`src/rtl/tpwm_pkg.sv`:
```
package tpwm_pkg;
  localparam int CB_RUN    = 0;
  localparam int CB_CENTER = 1;
  localparam int CB_HIZ    = 2;
  localparam int CB_TRIGDN = 3;
  localparam int CB_POL    = 4;
  localparam int CB_CLR    = 15;

  typedef enum logic [1:0] {
    SIDE_HI = 2'd0,
    SIDE_LO = 2'd1
  } side_e;
endpackage

```
`src/rtl/tpwm_timebase.sv`:
```
module tpwm_timebase #(
  parameter int CNT_W = 12,
  parameter int N_PH  = 3
) (
  input  logic                       clk_i,
  input  logic                       rst_ni,
  input  logic                       run_i,
  input  logic                       center_i,
  input  logic                       trig_dn_i,
  input  logic [CNT_W-1:0]           per_sh_i,
  input  logic [N_PH-1:0][CNT_W-1:0] cmp_sh_i,
  input  logic [CNT_W-1:0]           trig_sh_i,
  output logic [N_PH-1:0]            raw_o,
  output logic                       trig_o
);
  logic [CNT_W-1:0]           cnt_q, cnt_d;
  logic                       down_q, down_d;
  logic [CNT_W-1:0]           per_q, trig_q;
  logic [N_PH-1:0][CNT_W-1:0] cmp_q;
  logic                       load;
  logic                       trig_hit, trig_r;

  always_comb begin
    cnt_d  = cnt_q;
    down_d = down_q;
    load   = 1'b0;
    if (!run_i) begin
      cnt_d  = '0;
      down_d = 1'b0;
      load   = 1'b1;
    end else if (!center_i) begin
      down_d = 1'b0;
      if (cnt_q >= per_q) begin
        cnt_d = '0;
        load  = 1'b1;
      end else begin
        cnt_d = cnt_q + 1'b1;
      end
    end else if (!down_q) begin
      if (cnt_q >= per_q) begin
        if (cnt_q == '0) begin
          load = 1'b1;
        end else begin
          down_d = 1'b1;
          cnt_d  = cnt_q - 1'b1;
        end
      end else begin
        cnt_d = cnt_q + 1'b1;
      end
    end else begin
      if (cnt_q <= CNT_W'(1)) begin
        cnt_d  = '0;
        down_d = 1'b0;
        load   = 1'b1;
      end else begin
        cnt_d = cnt_q - 1'b1;
      end
    end
  end

  always_ff @(posedge clk_i or negedge rst_ni) begin
    if (!rst_ni) begin
      cnt_q  <= '0;
      down_q <= 1'b0;
      per_q  <= '0;
      trig_q <= '0;
    end else begin
      cnt_q  <= cnt_d;
      down_q <= down_d;
      if (load) begin
        per_q  <= per_sh_i;
        trig_q <= trig_sh_i;
      end
    end
  end

  for (genvar p = 0; p < N_PH; p++) begin : g_phase
    always_ff @(posedge clk_i or negedge rst_ni) begin
      if (!rst_ni)   cmp_q[p] <= '0;
      else if (load) cmp_q[p] <= cmp_sh_i[p];
    end
    assign raw_o[p] = run_i && (cnt_q < cmp_q[p]);
  end

  assign trig_hit = run_i && (cnt_q == trig_q) && (!center_i || (down_q == trig_dn_i));

  always_ff @(posedge clk_i or negedge rst_ni) begin
    if (!rst_ni) trig_r <= 1'b0;
    else         trig_r <= trig_hit;
  end
  assign trig_o = trig_r;

  AST_CNT_BOUND: assert property (@(posedge clk_i) disable iff (!rst_ni)
    (run_i && $past(run_i)) |-> (cnt_q <= per_q));
  AST_LOAD_AT_ZERO: assert property (@(posedge clk_i) disable iff (!rst_ni)
    !$stable(per_q) |-> (cnt_q == '0));
  AST_STOP_HOLD: assert property (@(posedge clk_i) disable iff (!rst_ni)
    !$past(run_i) |-> (cnt_q == '0));
endmodule

```
`src/rtl/tpwm_deadband.sv`:
```
module tpwm_deadband #(
  parameter int DT_W = 8
) (
  input  logic            clk_i,
  input  logic            rst_ni,
  input  logic            raw_i,
  input  logic [DT_W-1:0] dt_i,
  output logic            act_h_o,
  output logic            act_l_o
);
  logic            cur_q;
  logic [DT_W-1:0] dc_q;

  always_ff @(posedge clk_i or negedge rst_ni) begin
    if (!rst_ni) begin
      cur_q <= 1'b0;
      dc_q  <= '0;
    end else if (raw_i != cur_q) begin
      cur_q <= raw_i;
      dc_q  <= dt_i;
    end else if (dc_q != '0) begin
      dc_q <= dc_q - 1'b1;
    end
  end

  assign act_h_o = cur_q && (dc_q == '0);
  assign act_l_o = !cur_q && (dc_q == '0);

  AST_DT_GAP_HI: assert property (@(posedge clk_i) disable iff (!rst_ni)
    ($past(dt_i) != '0 && $past(act_h_o) && !act_h_o) |-> !act_l_o);
  AST_DT_GAP_LO: assert property (@(posedge clk_i) disable iff (!rst_ni)
    ($past(dt_i) != '0 && $past(act_l_o) && !act_l_o) |-> !act_h_o);
endmodule

```
`src/rtl/tpwm_fault.sv`:
```
module tpwm_fault #(
  parameter int N_FLT = 3
) (
  input  logic             clk_i,
  input  logic             rst_ni,
  input  logic [N_FLT-1:0] flt_i,
  input  logic             clr_i,
  output logic             any_o,
  output logic             flag_o
);
  logic [N_FLT-1:0] s1_q, s2_q;
  logic             flag_q;

  always_ff @(posedge clk_i or negedge rst_ni) begin
    if (!rst_ni) begin
      s1_q   <= '0;
      s2_q   <= '0;
      flag_q <= 1'b0;
    end else begin
      s1_q   <= flt_i;
      s2_q   <= s1_q;
      flag_q <= any_o || (flag_q && !clr_i);
    end
  end

  assign any_o  = |s2_q;
  assign flag_o = flag_q;

  AST_FLAG_HOLD: assert property (@(posedge clk_i) disable iff (!rst_ni)
    (flag_q && any_o) |=> flag_q);
  AST_FLAG_SET: assert property (@(posedge clk_i) disable iff (!rst_ni)
    any_o |=> flag_q);
endmodule

```
`src/rtl/tri_pwm_ctrl.sv`:
```
module tri_pwm_ctrl #(
  parameter int CNT_W  = 12,
  parameter int DT_W   = 8,
  parameter int N_PH   = 3,
  parameter int N_FLT  = 3,
  parameter int ADDR_W = 4,
  parameter int DATA_W = 16
) (
  input  logic              clk_i,
  input  logic              rst_ni,
  input  logic              wr_en_i,
  input  logic [ADDR_W-1:0] wr_addr_i,
  input  logic [DATA_W-1:0] wr_data_i,
  input  logic [N_FLT-1:0]  flt_i,
  output logic [2*N_PH-1:0] pwm_o,
  output logic [2*N_PH-1:0] pwm_oe_o,
  output logic              adc_trig_o,
  output logic              fault_o
);
  import tpwm_pkg::*;

  localparam int N_OUT  = 2 * N_PH;
  localparam int A_PER  = 0;
  localparam int A_DT   = N_PH + 1;
  localparam int A_TRIG = N_PH + 2;
  localparam int A_CTRL = N_PH + 3;

  logic [CNT_W-1:0]           per_sh, trig_sh;
  logic [N_PH-1:0][CNT_W-1:0] cmp_sh;
  logic [DT_W-1:0]            dt_q;
  logic                       run_q, center_q, hiz_q, trig_dn_q;
  logic [N_OUT-1:0]           pol_q;
  logic                       ctrl_wr, clr;
  logic [N_PH-1:0]            raw;
  logic [N_OUT-1:0]           act;
  logic                       any_flt, flag, safe;
  logic [N_OUT-1:0]           pwm_q, oe_q;

  assign ctrl_wr = wr_en_i && (wr_addr_i == ADDR_W'(A_CTRL));
  assign clr     = ctrl_wr && wr_data_i[CB_CLR];

  always_ff @(posedge clk_i or negedge rst_ni) begin
    if (!rst_ni) begin
      per_sh    <= '0;
      trig_sh   <= '0;
      dt_q      <= '0;
      run_q     <= 1'b0;
      center_q  <= 1'b0;
      hiz_q     <= 1'b0;
      trig_dn_q <= 1'b0;
      pol_q     <= '0;
    end else if (wr_en_i) begin
      if (wr_addr_i == ADDR_W'(A_PER))  per_sh  <= wr_data_i[CNT_W-1:0];
      if (wr_addr_i == ADDR_W'(A_TRIG)) trig_sh <= wr_data_i[CNT_W-1:0];
      if (wr_addr_i == ADDR_W'(A_DT))   dt_q    <= wr_data_i[DT_W-1:0];
      if (ctrl_wr) begin
        run_q     <= wr_data_i[CB_RUN];
        center_q  <= wr_data_i[CB_CENTER];
        hiz_q     <= wr_data_i[CB_HIZ];
        trig_dn_q <= wr_data_i[CB_TRIGDN];
        pol_q     <= wr_data_i[CB_POL +: N_OUT];
      end
    end
  end

  for (genvar p = 0; p < N_PH; p++) begin : g_cmp
    always_ff @(posedge clk_i or negedge rst_ni) begin
      if (!rst_ni) cmp_sh[p] <= '0;
      else if (wr_en_i && wr_addr_i == ADDR_W'(p + 1)) cmp_sh[p] <= wr_data_i[CNT_W-1:0];
    end
  end

  tpwm_timebase #(.CNT_W(CNT_W), .N_PH(N_PH)) u_tb (
    .clk_i     (clk_i),
    .rst_ni    (rst_ni),
    .run_i     (run_q),
    .center_i  (center_q),
    .trig_dn_i (trig_dn_q),
    .per_sh_i  (per_sh),
    .cmp_sh_i  (cmp_sh),
    .trig_sh_i (trig_sh),
    .raw_o     (raw),
    .trig_o    (adc_trig_o)
  );

  for (genvar p = 0; p < N_PH; p++) begin : g_pair
    tpwm_deadband #(.DT_W(DT_W)) u_db (
      .clk_i   (clk_i),
      .rst_ni  (rst_ni),
      .raw_i   (raw[p]),
      .dt_i    (dt_q),
      .act_h_o (act[2*p + int'(SIDE_HI)]),
      .act_l_o (act[2*p + int'(SIDE_LO)])
    );
  end

  tpwm_fault #(.N_FLT(N_FLT)) u_flt (
    .clk_i  (clk_i),
    .rst_ni (rst_ni),
    .flt_i  (flt_i),
    .clr_i  (clr),
    .any_o  (any_flt),
    .flag_o (flag)
  );

  assign safe = flag || any_flt;

  always_ff @(posedge clk_i or negedge rst_ni) begin
    if (!rst_ni) begin
      pwm_q <= '0;
      oe_q  <= '0;
    end else begin
      pwm_q <= (safe || !run_q) ? pol_q : (act ^ pol_q);
      oe_q  <= (safe && hiz_q) ? '0 : '1;
    end
  end

  assign pwm_o    = pwm_q;
  assign pwm_oe_o = oe_q;
  assign fault_o  = flag;

  for (genvar p = 0; p < N_PH; p++) begin : g_chk
    AST_NO_OVERLAP: assert property (@(posedge clk_i) disable iff (!rst_ni)
      !((pwm_q[2*p] ^ $past(pol_q[2*p])) && (pwm_q[2*p+1] ^ $past(pol_q[2*p+1]))));
  end
  AST_SAFE_INACTIVE: assert property (@(posedge clk_i) disable iff (!rst_ni)
    $past(safe) |-> (pwm_q == $past(pol_q)));
  AST_SAFE_HIZ: assert property (@(posedge clk_i) disable iff (!rst_ni)
    $past(safe && hiz_q) |-> (oe_q == '0));
endmodule

```
`config.mk`:
```
export PLATFORM = sky130hd
export DESIGN_NAME = tri_pwm_ctrl
export DESIGN_NICKNAME = d
export VERILOG_FILES = /design/src/rtl/tpwm_pkg.sv /design/src/rtl/tpwm_timebase.sv /design/src/rtl/tpwm_deadband.sv /design/src/rtl/tpwm_fault.sv /design/src/rtl/tri_pwm_ctrl.sv
export SDC_FILE = /design/constraint.sdc
export NUM_CORES = 1
export LEC_CHECK = 0
export BUFFER_PORTS_ARGS = -buffer_cell sky130_fd_sc_hd__buf_4
export CAP_MARGIN = 20
export CELL_PAD_IN_SITES_DETAIL_PLACEMENT = 1
export CELL_PAD_IN_SITES_GLOBAL_PLACEMENT = 2
export CORE_MARGIN = 2
export CORE_UTILIZATION = 35
export DETAILED_ROUTE_END_ITERATION = 12
export PLACE_DENSITY_LB_ADDON = 0.15
export SLEW_MARGIN = 20
export SYNTH_ARGS = -nofsm -noshare
export SYNTH_HDL_FRONTEND = slang
export SYNTH_HIERARCHICAL = 1
export SYNTH_SLANG_ARGS = --single-unit
export TNS_END_PERCENT = 100
```
`constraint.sdc`:
```
create_clock -name clk_i -period 4.75 [get_ports clk_i]
set_input_delay 0.475 -clock clk_i [delete_from_list [all_inputs] [get_ports clk_i]]
set_output_delay 0.475 -clock clk_i [all_outputs]
set_load 0.02 [all_outputs]
```
After elaboration in Yosys (flattened, before gate mapping)
Index checks and enable logic that the tools add are counted.
{"block": "totals", "wordCells": 125, "ff_bits": 198}
{"block": "op_classes", "order_cmp": 5, "n_reduce_logical": 44, "n_addsub": 5, "n_eq_ne": 12, "bitwise": 1, "n_mux": 28}
{"operator": "$mux 12", "count": 7}
{"operator": "$mux 8", "count": 6}
{"operator": "$lt 12x12->1", "count": 3}
{"operator": "$logic_not 8->1", "count": 3}
{"operator": "$reduce_bool 8->1", "count": 3}
{"operator": "$sub 8x1->8 const B", "count": 3}
{"operator": "$logic_and 1x1->1", "count": 18}
{"operator": "$mux 1", "count": 13}
{"operator": "$add 12x1->12 const B", "count": 1}
{"operator": "$eq 12x12->1", "count": 1}
{"operator": "$eq 4x3->1 const B", "count": 3}
{"operator": "$ge 12x12->1", "count": 1}
{"operator": "$le 12x1->1 const B", "count": 1}
{"operator": "$logic_not 12->1", "count": 1}
{"operator": "$mux 6", "count": 2}
{"operator": "$sub 12x1->12 const B", "count": 1}
{"operator": "$eq 4x2->1 const B", "count": 2}
{"operator": "$reduce_and 2->1", "count": 4}
{"operator": "$logic_not 1->1", "count": 6}
{"operator": "$reduce_bool 2->1", "count": 3}
{"operator": "$xor 6x6->6", "count": 1}
{"operator": "$ne 5x4->1 const B", "count": 1}
{"operator": "$eq 4x1->1 const B", "count": 1}
{"operator": "$logic_not 4->1", "count": 1}
{"operator": "other kinds (4)", "count": 9}

Longest topological paths before layout
Gate-level depths: netlist of the first run.
{"block": "logic_depth", "word_depth": 6, "ltp_mapped": 12}

By module
The synthesis of the first run kept the hierarchy.
{"module": "tpwm_timebase", "cells_per_inst": 431, "instances": 1, "area_each_um2": 4889.7}
{"module": "tri_pwm_ctrl", "cells_per_inst": 200, "instances": 1, "area_each_um2": 3274.4}
{"module": "tpwm_deadband", "cells_per_inst": 61, "instances": 3, "area_each_um2": 556.8}
{"module": "tpwm_fault", "cells_per_inst": 10, "instances": 1, "area_each_um2": 197.7}

Worst setup path after synthesis of the first run
OpenSTA, ideal clock, no wires.
{"block": "synth_timing", "kind": "register to register", "startpoint": "register u_tb.cnt_q[0]", "endpoint": "register u_tb/cmp_q[0] (netlist bit)", "period_less_slack_ns": 2.594, "arrival_ns": 2.469, "n_path_buf": 2, "stages_incl_launch_ff": 12, "setup_slack_ns": 2.156, "setup_time_ns": 0.125, "cell_sequence": "dfrtp_1 clkbuf_1 inv_1 ha_1 nor2b_1 o21ai_1 a221oi_4 o21ai_2 a21boi_4 nand2_8 buf_8 mux2_4"}
{"block": "synth_via", "elab_chain_len": 6, "elab_cells_between_ends": 10, "classes_between": "order compare (2); mux (7); reduce/logical (1)"}
{"item": "from (decl)", "line": "tpwm_timebase.sv:16", "source": "logic [CNT_W-1:0] cnt_q, cnt_d;"}
{"item": "from (signal assigned)", "line": "tpwm_timebase.sv:68", "source": "cnt_q <= cnt_d;"}
{"item": "branches (longest 4 deep; another with $ge 12x12->1)"}
{"item": "$mux 1 *", "line": "tpwm_timebase.sv:31", "source": "end else if (!center_i) begin"}
{"item": "$mux 1 *", "line": "tpwm_timebase.sv:27", "source": "if (!run_i) begin"}
{"item": "to (signal, indexed assignment)", "line": "tpwm_timebase.sv:80", "source": "else if (load) cmp_q[p] <= cmp_sh_i[p];"}
{"item": "to (decl)", "line": "tpwm_timebase.sv:19", "source": "logic [N_PH-1:0][CNT_W-1:0] cmp_q;"}
Every way passes the cells marked *.
A chain may end at the register's enable or synchronous reset.

Worst setup path in the final report of the first run
{"block": "layout_timing", "startpoint": "register u_tb.cnt_q[5]", "endpoint": "register u_tb/cmp_q[29] (netlist bit)"}
The elaborated chain is that of the path after synthesis.

==> summary.md, run 1 <==
| Metric | Value |
|---|---|
| Setup violators final | 0 |
| Clk sinks | around 190 |
| Count leader, synth | dfrtp_1 |
| DRC viols | 0 |
| Top Ports | 40 |
| # hold bufs at CTS | 0 |
| Clk_lat worst skew | 0.44 ns |
| Net Sw Power | roughly 2.5 mW |
| Core Region | 0.0280 mm2 |
| Postcts setup bufs | 0 |
| Ant diodes | 0 |
| Hold_ws | between 0.1 and 0.15 ns |
| Crit path max fanout | 64 |
| Worst-Margin Slew | 0.968 ns |
| Hold WC Path Type | input port to async pin |
| Cell taking the most area after synthesis | dfrtp_1 |
| Reg2reg path depth | 7 |
| Max-slew violations | 0 |
| Antenna violations before repair | 0 |
| CTS clk-pin slew, worst paths | 0.08 ns |
| Final #Nets | 926 |
| Antenna Nets Post-Route | 0 |
| Minimum clock period | 3.61 ns |
| Max-cap violations | 0 |
| FF-to-FF End | u_tb/cmp_q[29] |
| Clk buf depth | 2 |
| Critical path type | flop to flop |
| Pleak | 5.18 nW |
| Synth warn | 6 |
| Area of the die | 0.0300 mm2 |
| Post-route cell area | 0.0112 mm2 |
| Startpoint type of the worst setup path | flop |
| Critical R2R Launch | u_tb/cnt_q[5] |
| GRT Residual Overflow | 0 |
| Global-route wire length before repair | 40300 um |
| Crit path arrival time | 3.93 ns |
| Total Routing Usage GR | 17.3% |
| Largest net degree at the start of global routing | 94 |
| EDFF count, synth | 0 |
| Row cnt | 61 |
| DP Area | 0.0105 mm2 |
| Post-synth ARST share | 100% |
| Top cells by area, synth | dfrtp_1 48%, mux2_2 9.2%, mux2_4 8.4%, ha_1 6.9%, inv_1 2.6% |
| WL final | ~25000 um |
| Vias in the first global route | ~7000 |
| Pre-antenna DRT Iters | 4 |
| Sequential-to-total area share from yosys stat | 48.1% |
| Final Hold Viols | 0 |
| FF+latch count, synth | ~190 |
| Power Density | 587 mW/mm2 |
| Top cells by count, synth | 193 x dfrtp_1, 82 x mux2_2, 70 x inv_1 |
| Primary FF master, synth | dfrtp_1 |
| Worst Clk Skew | between 0.015 and 0.02 ns |
| Root buffer cell | clkbuf_16 |
| Yosys top cell area share | 48.1% |
| Fillers | 3009 |
| # port buffers | 36 |
| Mean Syn Cell Area | between 10 and 15 um2 |
| Critical Path RT | just over 5 ns |
| Max VDD drop | around 210 uV |
| Cell variety after synth | 67 |
| RSZ-0062 raised after global routing | false |
| Seq pwr share | 41.1% |
| Switching share of total power | 37.5% |
| Setup TNS | 0 ns |
| Number of vias per cell | 5.10 |
| DRT iter0 DRCs | 197 |
| Peak Freq | roughly 0.28 GHz |
| Post_cts resized | 0 |
| DR WL/cell | 20.0 um |
| Int Pwr | a little over 4 mW |
| H-tree depth | 4 |
| Die width | roughly 170 um |
| DP HPWL | 17100 um |
| Final GP Congestion | 0.765 |
| Combinational Power Share | 36.4% |
| Post-Syn Instances | 824 |
| Starting density of the core | 35.8% |
| CTS Buf Count | 17 |
| Design Power | 6.55 mW |
| Final period util | 75.9% |
| Area grow syn2layout | 11.2% |
| Synth Net Count | 905 |
| Reg2reg setup slack | 1.14 ns |
| Clock network fraction of total power | 22.5% |
| Fraction of layout cells with a size suffix above 1 | 28.9% |
| Mapped Area | about 0.01 mm2 |
| Vias post-DR | 6307 |
| Status | complete, no violations |
| CTS tree | built |
| Slew margin rel. | ~34% |
| CP Capture Type | flop |
| Chip height | 173 um |
## power by group through the flow
stage / clock, mW / combinational, mW / sequential, mW
after detailed placement: 0 / 2.41 / 2.72
after floorplan: 0 / 1.98 / 2.52
final: 1.47 / 2.39 / 2.69
after CTS: 1.53 / 2.42 / 2.70
after global routing: 1.60 / 2.68 / 2.78
after global placement: 0 / 2.31 / 2.69
## through the flow
step / setup WS [ns] / std cells / utilization, %
2_1_floorplan: 2.16 / 824 / -
3_3_place_gp: 1.20 / 1204 / 37.6
3_5_place_dp: 1.15 / 1204 / 37.7
4_1_cts: 1.12 / 1236 / 39.8
5_1_grt: 0.937 / 1236 / 39.8
6_report: 1.14 / 1236 / 39.8
## worst max-delay path, cell delays in order (launching register included)
cell	delay, ns
dfrtp_1	0.80
ha_1	0.38
and3_1	0.21
a221oi_4	0.38
o21ai_2	0.20
a21boi_4	0.45
nand2_8	0.53
mux2_4	0.48
## registers in the layout (all words and copies together) (netlist names), 3 cells and up
register / cells
u_flt/s1_q: 3
u_flt/s2_q: 3
cmp_sh: 36
pol_q: 6
dt_q: 8
u_tb/cmp_q: 36
g_pair.u_db/cur_q: 3
u_tb/cnt_q: 12
g_pair.u_db/dc_q: 24
trig_sh: 12
u_tb/per_q: 12
per_sh: 12
pwm_o: 6
u_tb/trig_q: 12
## worst max path at each step
stage / start / to / slack (ns) / cells past startpoint
6_report: u_tb/cnt_q[5] / u_tb/cmp_q[29] / 1.14 / 7
5_1_grt: u_tb/cnt_q[2] / u_tb/cmp_q[9] / 0.94 / 8
4_1_cts: u_tb/cnt_q[5] / u_tb/trig_q[5] / 1.12 / 7
3_5_place_dp: u_tb/cnt_q[5] / u_tb/cmp_q[29] / 1.15 / 7
3_3_place_gp: u_tb/cnt_q[5] / u_tb/cmp_q[21] / 1.20 / 7
2_1_floorplan: u_tb/cnt_q[0] / u_tb/cmp_q[0] / 2.16 / 11
## layer usage
layer | up-vias | global-route usage, % | part of all wire [%]
met2 | 53 | 29.8 | 50
met3 | 13 | 2.32 | 1.7
met4 | 0 | 3.78 | 0.77
met1 | 3311 | 23.3 | 48
met5 | - | 0 | 0
li1 | 2930 | - | -
## placed cells by master, fill, tap and decap left out, types with 8 or more instances in the layout
cell       netlist  layout
xnor2_1         18      18
mux2i_1          9       9
inv_1           70      70
a21oi_1         32      32
clkbuf_16        0      17
mux2_2          82      82
o21a_1          12      12
nor3_1          12      12
ha_1            55      55
nand2_1         39      39
buf_4           10      38
dfrtp_1        193     193
nor2b_1          8       8
o21ai_0         27      27
mux2_4          56      56
nor2_1          32      32
nand3_1         13      13
## kinds of logic after synthesis
kind of cell	synth area share, %
simple gates	9.33
fa+ha+maj	6.86
flops	48.1
xor+xnor	2.58
mux	18.5
compound gates	9.35
buf+inv	5.25
## cell type report
cell class,count,area [um2],area share (%)
clock inverters,15,185,1.66
multi-input cells,524,4680,42.0
repair buffers,39,299,2.68
well taps,378,473,4.24
flip-flops and latches,193,4830,43.3
inverters,70,263,2.36
clock buffers,17,425,3.81
Power figures use the tool's default switching activity.
==> run 2: changes to the inputs <==
- clock period: 4.75 -> 3.5 ns (I/O delays scaled with it)
==> run 2 against run 1 <==
Compared with the run above: flip-flop and latch count is the same; critical path depth rose by 2; sequential share of layout area down 0.80 points; non-clock buffer count is 21 higher; sequential power up 33%; largest cell class unchanged.
==> summary.md, run 2 (synthesized netlist as in run 1, its figures left out) <==
| Metric | Value |
|---|---|
| Top Ports | 40 (unchanged) |
| Max VDD drop | 289 uV (+36%) |
| Pre-antenna DRT Iters | 4 (unchanged) |
| Final Hold Viols | 0 (unchanged) |
| Worst-Margin Slew | 1.00 ns (+0.0359 ns) |
| Max-cap violations | 0 (unchanged) |
| GRT Residual Overflow | 0 (unchanged) |
| Largest net degree at the start of global routing | 103 (+9.6%) |
| Post-route cell area | 0.0114 mm2 (+1.9%) |
| Number of vias per cell | 5.03 (-1.5%) |
| Fillers | 2984 (-0.83%) |
| Clk buf depth | 2 (unchanged) |
| Core Region | 0.0280 mm2 (unchanged) |
| Post-layout util | 40.6% (+0.75 points) |
| Status | complete, no violations |
| Critical path type | flop to flop |
| DRC viols | 0 (unchanged) |
| Commonest non-fill, non-tap cell in the layout | dfrtp_1 |
| DRT iter0 DRCs | 236 (+20%) |
| Global-route wire length before repair | 40500 um (+0.36%) |
| Final period util | 88.2% (+12 points) |
| Starting density of the core | 35.8% (unchanged) |
| RSZ-0062 raised after global routing | false |
| Int Pwr | 5.72 mW (+40%) |
| Antenna Nets Post-Route | 0 (unchanged) |
| Ant diodes | 0 (unchanged) |
| CTS clk-pin slew, worst paths | 0.08 ns (about the same) |
| Most frequent cells in the layout | 193 x dfrtp_1, 82 x mux2_2, 70 x inv_1, 56 x mux2_4, 55 x ha_1 |
| Crit path max fanout | 13 (-80%) |
| CTS Buf Count | 17 (unchanged) |
| Startpoint type of the worst setup path | flop |
| Power Density | 797 mW/mm2 (+36%) |
| DP Area | 0.0107 mm2 (+1.6%) |
| Final Non-Filler Cells | 1257 (+1.7%) |
| Clk_lat worst skew | 0.44 ns (about the same) |
| Minimum clock period | 3.09 ns (-0.519 ns) |
| Switching share of total power | 36.8% (-0.67 points) |
| Clk sinks | 193 (unchanged) |
| WL final | 24600 um (-0.72%) |
| Area of the die | 0.0300 mm2 (unchanged) |
| Worst Clk Skew | 0.0198 ns (+0.00426 ns) |
| Area grow syn2layout | 13.3% |
| Vias in the first global route | 7113 (+1.2%) |
| Max-slew violations | 0 (unchanged) |
| Post-Place Cells | 1222 (+1.5%) |
| Fraction of layout cells with a size suffix above 1 | 30.3% (+1.4 points) |
| Hold WC Path Type | input port to async pin |
| Net Sw Power | 3.34 mW (+36%) |
| Seq pwr share | 39.5% (-1.6 points) |
| Vias post-DR | 6320 (+0.21%) |
| Area of the multi-input gates | 0.00468 mm2 (-0.13%) |
| Combinational Power Share | 37.6% (+1.2 points) |
| Chip height | 173 um (unchanged) |
| H-tree depth | 4 (unchanged) |
| CP Capture Type | flop |
| DP HPWL | 17700 um (+3.8%) |
| Final GP Congestion | 0.769 (+0.44%) |
| Die width | 173 um (unchanged) |
| Critical Path RT | 3.83 ns (-1.24 ns) |
| Setup violators final | 0 (unchanged) |
| Pleak | 5.31 nW (+2.5%) |
| Peak Freq | 0.324 GHz (+17%) |
| DR WL/cell | 19.6 um (-2.4%) |
| Biggest regs | cmp_sh (36), u_tb/cmp_q (36), g_pair.u_db/dc_q (24) |
| Critical R2R Launch | u_tb/cnt_q[0] |
| Slew margin rel. | 32.8% (-1.0 points) |
| Critical Path Start | u_tb/cnt_q[0] |
| Design Power | 9.06 mW (+38%) |
| Reg2reg setup slack | 0.41 ns (-0.73 ns) |
| Final #Nets | 947 (+2.3%) |
| Antenna violations before repair | 2 (+2) |
| CTS tree | built |
| Post_cts resized | 0 (unchanged) |
| Register area | 0.00483 mm2 (unchanged) |
| Total Routing Usage GR | 17.3% (about the same) |
| Crit path arrival time | 3.42 ns (-0.51 ns) |
| Row cnt | 61 (unchanged) |
| Setup TNS | 0 ns (unchanged) |
| Root buffer cell | clkbuf_16 |
| Clock network fraction of total power | 22.9% (+0.4 points) |
| # port buffers | 36 (unchanged) |
-- run 2: layer usage --
layer	track usage [%]	vias to the layer above	routed length, um
met3	2.11	15	377
li1	-	2968	-
met2	29.4	48	12300
met1	23.6	3289	11700
met4	4.20	0	248
met5	0	-	0
-- run 2: power groups by stage --
stage	Sequential [mW]	Clock, mW	Combinational (mW)
final	3.58	2.07	3.41
after global routing	3.71	2.24	3.83
after CTS	3.60	2.15	3.46
after detailed placement	3.63	0	3.44
after global placement	3.59	0	3.31
after floorplan	3.42	0	2.68
-- run 2: worst paths after layout --
check	cells past startpoint	endpoint
setup / recovery	9	u_tb/cnt_q[3]
hold / removal	1	u_tb/cnt_q[4]
setup reg to reg	9	u_tb/cnt_q[3]
hold reg to reg	0	u_flt/s2_q[0]
max in group asynchronous	2	cmp_sh[2]
min in group clk_i	2	cmp_sh[10]
-- run 2: metrics by stage --
| step | hold slack [ns] | worst slack (ns) |
|---|---|---|
| floorplan | 0.0544 | 0.906 |
| global placement | 0.336 | 0.504 |
| detailed placement | 0.339 | 0.410 |
| CTS | 0.0495 | 0.392 |
| global route | 0.0515 | 0.179 |
| finish | 0.00107 | 0.413 |
-- run 2: layout make-up --
cell class / instances / share of cell area, %
Tap cell: 378 / 4.16
Sequential cell: 193 / 42.5
Clock inverter: 14 / 1.62
Inverter: 70 / 2.31
Multi-Input combinational cell: 524 / 41.1
Clock buffer: 18 / 3.86
Timing Repair Buffer: 60 / 4.41
-- run 2: critical path: stages (launching register included) --
cell and delay (ns):
dfrtp_1 0.55, inv_1 0.25, ha_1 0.35, nor2b_1 0.04
o21ai_1 0.23, a221oi_4 0.13, o21ai_0 0.50, and2b_1 0.50
a221oi_1 0.16, o31ai_1 0.27
-- run 2: timing repair --
| item | 4_1_cts | 5_1_grt |
|---|---|---|
| endpoints found under the hold margin | 3 | 0 |
| hold buffers | 3 | 0 |
| setup buffers | 0 | 0 |
